--- src/rtl/mmio_rob.sv ---
module mmio_rob #(
  parameter int SEQ_W  = 8,
  parameter int IDX_W  = 4,
  parameter int ADDR_W = 16,
  parameter int DATA_W = 32
) (
  input  logic              clk,
  input  logic              rst_n,
  input  logic              in_valid,
  output logic              in_ready,
  input  logic [SEQ_W-1:0]  in_seq,
  input  logic [1:0]        in_kind,
  input  logic [ADDR_W-1:0] in_addr,
  input  logic [DATA_W-1:0] in_data,
  output logic              out_valid,
  input  logic              out_ready,
  output logic [SEQ_W-1:0]  out_seq,
  output logic [1:0]        out_kind,
  output logic [ADDR_W-1:0] out_addr,
  output logic [DATA_W-1:0] out_data,
  input  logic              dev_rsp_valid,
  input  logic [SEQ_W-1:0]  dev_rsp_seq,
  input  logic [DATA_W-1:0] dev_rsp_data,
  output logic              cpu_ret_valid,
  output logic [SEQ_W-1:0]  cpu_ret_seq,
  output logic [DATA_W-1:0] cpu_ret_data
);
  localparam int DEPTH = 1 << IDX_W;
  localparam logic [1:0] K_ST  = 2'd0;
  localparam logic [1:0] K_REL = 2'd1;
  localparam logic [1:0] K_ACQ = 2'd3;

  logic [SEQ_W-1:0]  head;
  logic [DEPTH-1:0]  pend, done;
  logic [1:0]        kind_q [DEPTH];
  logic [ADDR_W-1:0] addr_q [DEPTH];
  logic [DATA_W-1:0] data_q [DEPTH];
  logic              hold_v, found;
  logic [IDX_W-1:0]  hold_idx, sel_idx, out_idx;

  wire [IDX_W-1:0] hidx    = head[IDX_W-1:0];
  wire [IDX_W-1:0] in_idx  = in_seq[IDX_W-1:0];
  wire [SEQ_W-1:0] in_dist = in_seq - head;

  assign in_ready = (in_dist[SEQ_W-1:IDX_W] == '0) && !pend[in_idx] && !done[in_idx];
  wire accept = in_valid && in_ready;

  always_comb begin
    logic [IDX_W-1:0] idx;
    logic [1:0]       kd;
    logic             arr, elig, sgap, agap;
    found = 1'b0;
    sel_idx = '0;
    sgap = 1'b0;
    agap = 1'b0;
    for (int k = 0; k < DEPTH; k++) begin
      idx  = hidx + IDX_W'(k);
      kd   = kind_q[idx];
      arr  = pend[idx] | done[idx];
      elig = pend[idx] && ((kd == K_ST) || (kd == K_REL && !sgap) || (kd[1] && !agap));
      if (elig && !found) begin
        found   = 1'b1;
        sel_idx = idx;
      end
      if (!arr || (!kd[1] && !done[idx])) sgap = 1'b1;
      if (!arr || (kd == K_ACQ && !done[idx])) agap = 1'b1;
    end
  end

  assign out_idx   = hold_v ? hold_idx : sel_idx;
  assign out_valid = hold_v | found;
  assign out_seq   = head + {{(SEQ_W-IDX_W){1'b0}}, IDX_W'(out_idx - hidx)};
  assign out_kind  = kind_q[out_idx];
  assign out_addr  = addr_q[out_idx];
  assign out_data  = data_q[out_idx];

  wire fire   = out_valid && out_ready;
  wire retire = done[hidx];

  always_ff @(posedge clk) begin
    if (!rst_n) begin
      head     <= '0;
      pend     <= '0;
      done     <= '0;
      hold_v   <= 1'b0;
      hold_idx <= '0;
      for (int i = 0; i < DEPTH; i++) kind_q[i] <= K_ST;
    end else begin
      hold_v   <= out_valid && !out_ready;
      hold_idx <= out_idx;
      if (accept) begin
        pend[in_idx]   <= 1'b1;
        kind_q[in_idx] <= in_kind;
      end
      if (fire) begin
        pend[out_idx] <= 1'b0;
        done[out_idx] <= 1'b1;
      end
      if (retire) begin
        done[hidx] <= 1'b0;
        head       <= head + SEQ_W'(1);
      end
    end
  end

  always_ff @(posedge clk) begin
    if (accept) begin
      addr_q[in_idx] <= in_addr;
      data_q[in_idx] <= in_data;
    end
  end

  always_ff @(posedge clk) begin
    if (!rst_n) begin
      cpu_ret_valid <= 1'b0;
      cpu_ret_seq   <= '0;
      cpu_ret_data  <= '0;
    end else begin
      cpu_ret_valid <= dev_rsp_valid;
      cpu_ret_seq   <= dev_rsp_seq;
      cpu_ret_data  <= dev_rsp_data;
    end
  end


  stable_out_chk: assert property (@(posedge clk) disable iff (!rst_n)
    out_valid && !out_ready |=> out_valid && $stable(out_seq) && $stable(out_addr) && $stable(out_data));


  ret_tag_chk: assert property (@(posedge clk) disable iff (!rst_n)
    dev_rsp_valid |=> cpu_ret_valid && cpu_ret_seq == $past(dev_rsp_seq) && cpu_ret_data == $past(dev_rsp_data));


  head_step_chk: assert property (@(posedge clk) disable iff (!rst_n)
    ##1 (head == $past(head) || head == $past(head) + SEQ_W'(1)));


  emit_pend_chk: assert property (@(posedge clk) disable iff (!rst_n)
    out_valid |-> pend[out_idx]);


  fire_clear_chk: assert property (@(posedge clk) disable iff (!rst_n)
    fire |=> !pend[$past(out_idx)]);
endmodule

--- config.mk ---
export PLATFORM = sky130hd
export DESIGN_NAME = mmio_rob
export DESIGN_NICKNAME = d
export VERILOG_FILES = /design/src/rtl/mmio_rob.sv
export SDC_FILE = /design/constraint.sdc
export NUM_CORES = 1
export LEC_CHECK = 0
export BUFFER_PORTS_ARGS = -buffer_cell sky130_fd_sc_hd__buf_4
export CORE_AREA = 2 2 394 396
export DETAILED_ROUTE_END_ITERATION = 6
export DIE_AREA = 0 0 396 398
export GPL_TIMING_DRIVEN = 1
export MAX_ROUTING_LAYER = met4
export PLACE_DENSITY_LB_ADDON = 0.08
export SYNTH_ARGS = -nofsm -noshare
export SYNTH_HDL_FRONTEND = slang
export SYNTH_SLANG_ARGS = --single-unit
export TNS_END_PERCENT = 100
--- constraint.sdc ---
create_clock -name clk -period 16.7 [get_ports clk]
set_input_delay 0 -clock clk [delete_from_list [all_inputs] [get_ports clk]]
set_output_delay 0 -clock clk [all_outputs]
set_load 0.02 [all_outputs]
# Word level (Yosys, flattened, before mapping)
# Memory sizes are Yosys's and may differ from the RTL's. A register that Yosys moved wholly into a read port is not among the register bits.
# Index checks and enable logic that the tools add are counted.
classes:
  n_eq_ne: 31
  reduce_logical: 272
  bitwise: 22
  magnitude_cmp: 21
  shifts: 0
  addsub: 19
  div: 0
  n_mux: 151
  mul: 0
ops:
  columns: ["operator", "n"]
  rows:
  - ["1-bit binary-select mux with 4-bit select", 33]
  - ["1-bit logical AND", 99]
  - ["16-bit two-way mux", 6]
  - ["1-bit zero test", 93]
  - ["4-bit by 5-bit < comparator with 1-bit output, second input constant", 18]
  - ["1-bit two-way mux", 88]
  - ["4-bit two-way mux", 20]
  - ["1-bit logical OR", 62]
  - ["4-bit adder, second input constant", 8]
  - ["16-bit AND", 2]
  - ["2-bit by 1-bit == test with 1-bit output, second input constant", 16]
  - ["2-bit zero test", 16]
  - ["16-bit inverter", 2]
  - ["16-bit OR", 2]
  - ["2-bit == test, second input constant", 15]
  - ["4-bit by 3-bit adder with 4-bit output, second input constant", 4]
  - ["1-bit OR", 16]
  - ["1-bit demux with 4-bit select", 3]
  - ["4-bit by 1-bit >= comparator with 1-bit output, second input constant", 3]
  - ["4-bit by 2-bit adder with 4-bit output, second input constant", 2]
  - ["8-bit by 1-bit adder with 8-bit output, second input constant", 1]
  - ["8-bit by 4-bit adder with 8-bit output", 1]
  - ["8-bit subtractor", 1]
  - ["4-bit by 1-bit adder with 4-bit output, second input constant", 1]
  - ["4 further kinds", 4]
totals:
  reg_bits: 86
  n_memories: 3
  input_bits: 103
  ramBits: 800
  wordCells: 527
  latchBits: 0
  romBits: 0
  out_inout_bits: 101
memory_table:
  columns: ["memory", "words", "width", "rd", "rd_clocked_by_memory_dff", "wr", "line", "rtl"]
  rows:
  - ["data_q", 16, 32, 1, 0, 1, "37", "logic [DATA_W-1:0] data_q [DEPTH];"]
  - ["addr_q", 16, 16, 1, 0, 1, "36", "logic [ADDR_W-1:0] addr_q [DEPTH];"]
  - ["kind_q", 16, 2, 17, 1, 16, "35", "logic [1:0] kind_q [DEPTH];"]

# Depth between registers and ports, before layout
depth:
  depth_word: 65
  depth_mapped: 36
  ltp_nobuf: 27

# Least setup slack after synthesis
# Ideal clock, no wire load.
synth_timing:
  path_type: "register -> output"
  from: "reg head[1]"
  to: "out out_seq[7]"
  required_time_ns: 16.700
  setup_slack_ns: 8.455
  path_stages_with_launch: 31
  path_buffers: 5
  t_arrival_ns: 8.245
  path_cell_list: "dfxtp_1 buf_2 buf_1 clkbuf_1 inv_1 ha_1 buf_2 buf_4 mux4_2 mux4_2 a21boi_0 o22ai_1 or3_1 or3_1 o31ai_1 a21oi_1 nor4_2 or3_4 nand4b_1 nand2_1 inv_1 ha_1 fa_1 xnor2_1 ha_1 a21oi_1 nand2_1 and2_1 o21ai_0 nor3_1 xor2_1"
synth_via:
  elab_chain_len: 58
  elab_cells_between_ends: 441
  cone_classes: "17 x add/sub; 29 x eq/ne; 124 x mux; 15 x bitwise; 255 x reduce/logical; 1 x memory"
synth_lines:
  columns: ["element", "line", "rtl"]
  rows:
  - ["start: declaration", "33", "logic [SEQ_W-1:0] head;"]
  - ["start signal: assignment", "101", "head <= head + SEQ_W'(1);"]
  - ["branches (longest 57 deep; another with 4-bit by 1-bit adder with 4-bit output)", null, null]
  - ["8-bit by 4-bit adder with 8-bit output (*)", "72", "assign out_seq = head + {{(SEQ_W-IDX_W){1'b0}}, IDX_W'(out_idx - hidx)};"]
  - ["end: declaration", "17", "output logic [SEQ_W-1:0] out_seq,"]
# Mark *: on every way between the ends. The select of a mux whose other input is x is not followed.

# Final worst setup path
# Ends and elaborated chain as after synthesis.

==> impl_metrics.yaml <==
setup_path:
  crit_required_ns: 16.70
  critPathKind: "reg -> out"
  worst_r2r_endpoint: "done[15]"
  rr_startpoint: "head[1]"
  reg2reg_depth: 21
  startpoint_type: "flop"
  arrival_ns: 11.40
  worstPathMaxFanout: 44
  critPathMaxStageDelay_ns: 0.78
  path_common_cell: "buf_4"
  r2r_setup_slack_ns: 7.27
  endpoint_kind: "output port"
  crit_path_top_delay_cell: "ha_2"
routing:
  vias_per_cell: 5.63
  routed_wl_mm: 158
  postRouteAntennaNets: 0
  drcViolationCount: 1
  met1_length_mm: 70.4
  first_iter_violations: 2827
  first_pass_iters: 7
  top_layer: "met4"
  dr_wl_met2_mm: 76.4
  routed-via-count: 32900
  wire_per_inst_um: 27.1
  dr_wl_met3_mm: 7.73
placement:
  gp_congestion: 0.908
  dp_hpwl_mm: 86.4
  place_area_um2: 49200
  port_buffers: 203
sta:
  finalHoldViolations: 0
  fmax_mhz: 87.7
  worst_pin_slew_ns: 1.26
  max-slew-margin-rel_pct: 14.0
  holdWs_ns: 0.0445
  grt_setup_unrepaired: "false"
  fin_crit_sh_pct: 68.3
  tns_ns: 0
  period_minus_slack_ns: 11.40
  slew_viol_final: 0
  clock_skew_ns: 0.0653
  final-setup-viol-count: 0
floorplan:
  ios: 204
  die_width_um: 396
  die_area_um2: 158000
  core.rowCount: 144
  coreArea_um2: 153000
  die_height_um: 398
  start_util_pct: 29.8
global_routing:
  antenna_found_initial: 14
  grt_start_max_net_pins: 177
  grt_usage_pct: 20.1
  grt_pass1_vias: 32500
  grt_pass1_wl_mm: 230
  overflow: 0
synth:
  synth_nets: 3629
  postSynthAreaPerCell_um2: 13.1
  synth-edff-count: 800
  ys_warn_count: 0
  ys_types: 85
  synth_top_area_cell: "edfxtp_1"
  seq_area_frac_synth_pct: 56.5
  synth_flop_cell: "edfxtp_1"
  yosysTopAreaCellShare_pct: 52.6
  ys_top_cells_by_area: "edfxtp_1 53%, mux2_2 9.7%, a22oi_1 5.1%, mux4_2 4.9%, dfxtp_1 3.9%"
  ys_async_sr_fraction_pct: 0
  synth_area_um2: 45700
  syn-instance-count: 3498
  synth-seq-cells: 890
clock_tree:
  htree_levels: 3
  root_buffer: "clkbuf_16"
  clk_pin_slew_worst_paths_ns: 0.06
  cts_made_buffers: 107
  clk_latency_ns: 0.74
  cts_setup_buffers: 0
  cts_tree: "done"
  clockBufferDepth: 3
  clkSinkCount: 890
worst_hold_path:
  holdPathEnd: "cpu_ret_data[1]"
  worstHoldStart: "dev_rsp_data[1]"
  hold-path-cell-count: 3
  hp-class: "in -> reg"
run:
  max_cap_viol_count: 0
run_status:
  violations: "design-rule violations"
  status: "finished with violations"
finish:
  layout-drive-gt1-share_pct: 25.4
  fillers: 14900
  final_util_pct: 35.2
  syn_to_final_growth_pct: 18.1
  layout_commonest_cell: "edfxtp_1"
  final_cell_area_um2: 54000
  final_cell_mix: "800 x edfxtp_1, 432 x nand2_1, 395 x mux2_2"
  final_nets: 3835
power_and_ir_drop:
  leakage_nw: 17.5
  p_total_mw: 5.04
  vdd_drop_max_v: 0.0000851
  powerDensity_nw_per_um2: 93.4
-- worst max path at each step --
stage          slack, ns         end     from  cells after the start
6_report            5.30  out_seq[7]  head[1]                     28
5_1_grt             4.39  out_seq[7]  head[1]                     28
4_1_cts             5.20  out_seq[7]  head[1]                     28
3_5_place_dp        6.04  out_seq[7]  head[1]                     28
3_3_place_gp        6.21  out_seq[7]  head[1]                     28
2_1_floorplan       8.46  out_seq[7]  head[1]                     30
-- per-stage QoR --
stage	worst slack, ns	std cells
after floorplan	8.46	3498
after global placement	6.21	5506
after detailed placement	6.04	5506
after CTS	5.20	5838
after global routing	4.39	5847
final	5.30	5847
-- critical path, delay by kind of cell (launching register included) --
kind	cells	cell delay, ns
adders and majority gates	4	1.87
muxes	2	1.11
AOI/OAI and AO/OA	6	1.91
buffers and inverters	5	1.89
and+or+nand+nor	9	3.03
xor gates and xnor gates	2	0.50
DFF	1	0.31
-- state kept, by name (all words and copies together), names as in the netlist, named ones only --
register and cells:
addr_q 256, hold_idx 4, hold_v 1, cpu_ret_valid 1, kind_q 32, data_q 512
head 8, done 16, pend 16, cpu_ret_data 32, cpu_ret_seq 8
-- cells in the mapped netlist (6+ instances only) --
library cell / n
nor3_1: 18
a222oi_1: 144
and3_1: 10
a221oi_1: 146
nor2b_1: 17
a221o_1: 6
o21ai_0: 59
or2_2: 8
o211ai_1: 56
mux4_2: 100
mux2_2: 395
buf_1: 36
inv_1: 43
a22o_1: 52
and2_1: 61
clkbuf_1: 183
nand4_1: 16
a21oi_1: 43
o221a_2: 13
nand2_1: 432
edfxtp_1: 800
a21boi_0: 7
a21o_1: 9
buf_4: 6
a22oi_1: 308
xnor2_1: 18
nand3_1: 45
nor2_1: 106
nor4_1: 8
dfxtp_1: 90
a31oi_1: 10
buf_2: 58
ha_1: 26
or3_1: 7
mux2i_1: 35
nand2b_1: 19
-- per-layer routing --
metal / track usage [%] / up-vias
met3: 2.59 / 210
met1: 26.6 / 17000
met2: 32.8 / 1008
met4: 4.88 / 0
li1: - / 14700
met5: - / -
-- cell families after synthesis --
kind of cell               synth area share (%)
and+or+nand+nor                            7.55
AOI/OAI and AO/OA                          16.2
xor gates and xnor gates                  0.512
adders and majority gates                 0.799
muxes                                      15.4
buffers and inverters                      3.03
DFF                                        56.5
-- power breakdown --
| part | leakage (nW) | switching [mW] | internal, mW |
|---|---|---|---|
| Clock | 1.69 | 0.979 | 1.35 |
| Sequential | 7.97 | 0.0111 | 2.43 |
| Combinational | 7.88 | 0.158 | 0.109 |
| Total | 17.5 | 1.15 | 3.90 |
-- what timing repair did --
action	4_1_cts	5_1_grt
hold buffers	133	0
gates resized for setup	0	0
hold endpoints to repair	884	0
-- area by class of cell --
class | instances | area, um^2 | area share (%)
Antenna cell | 9 | 22.5 | 0.0417
Clock buffer | 150 | 2940 | 5.45
Clock inverter | 49 | 531 | 0.983
Inverter | 47 | 226 | 0.419
Multi-Input combinational cell | 2273 | 18600 | 34.4
Sequential cell | 890 | 25800 | 47.9
Tap cell | 2044 | 2560 | 4.74
Timing Repair Buffer | 385 | 3300 | 6.11
No activity file was read; power rests on OpenSTA's default activity.
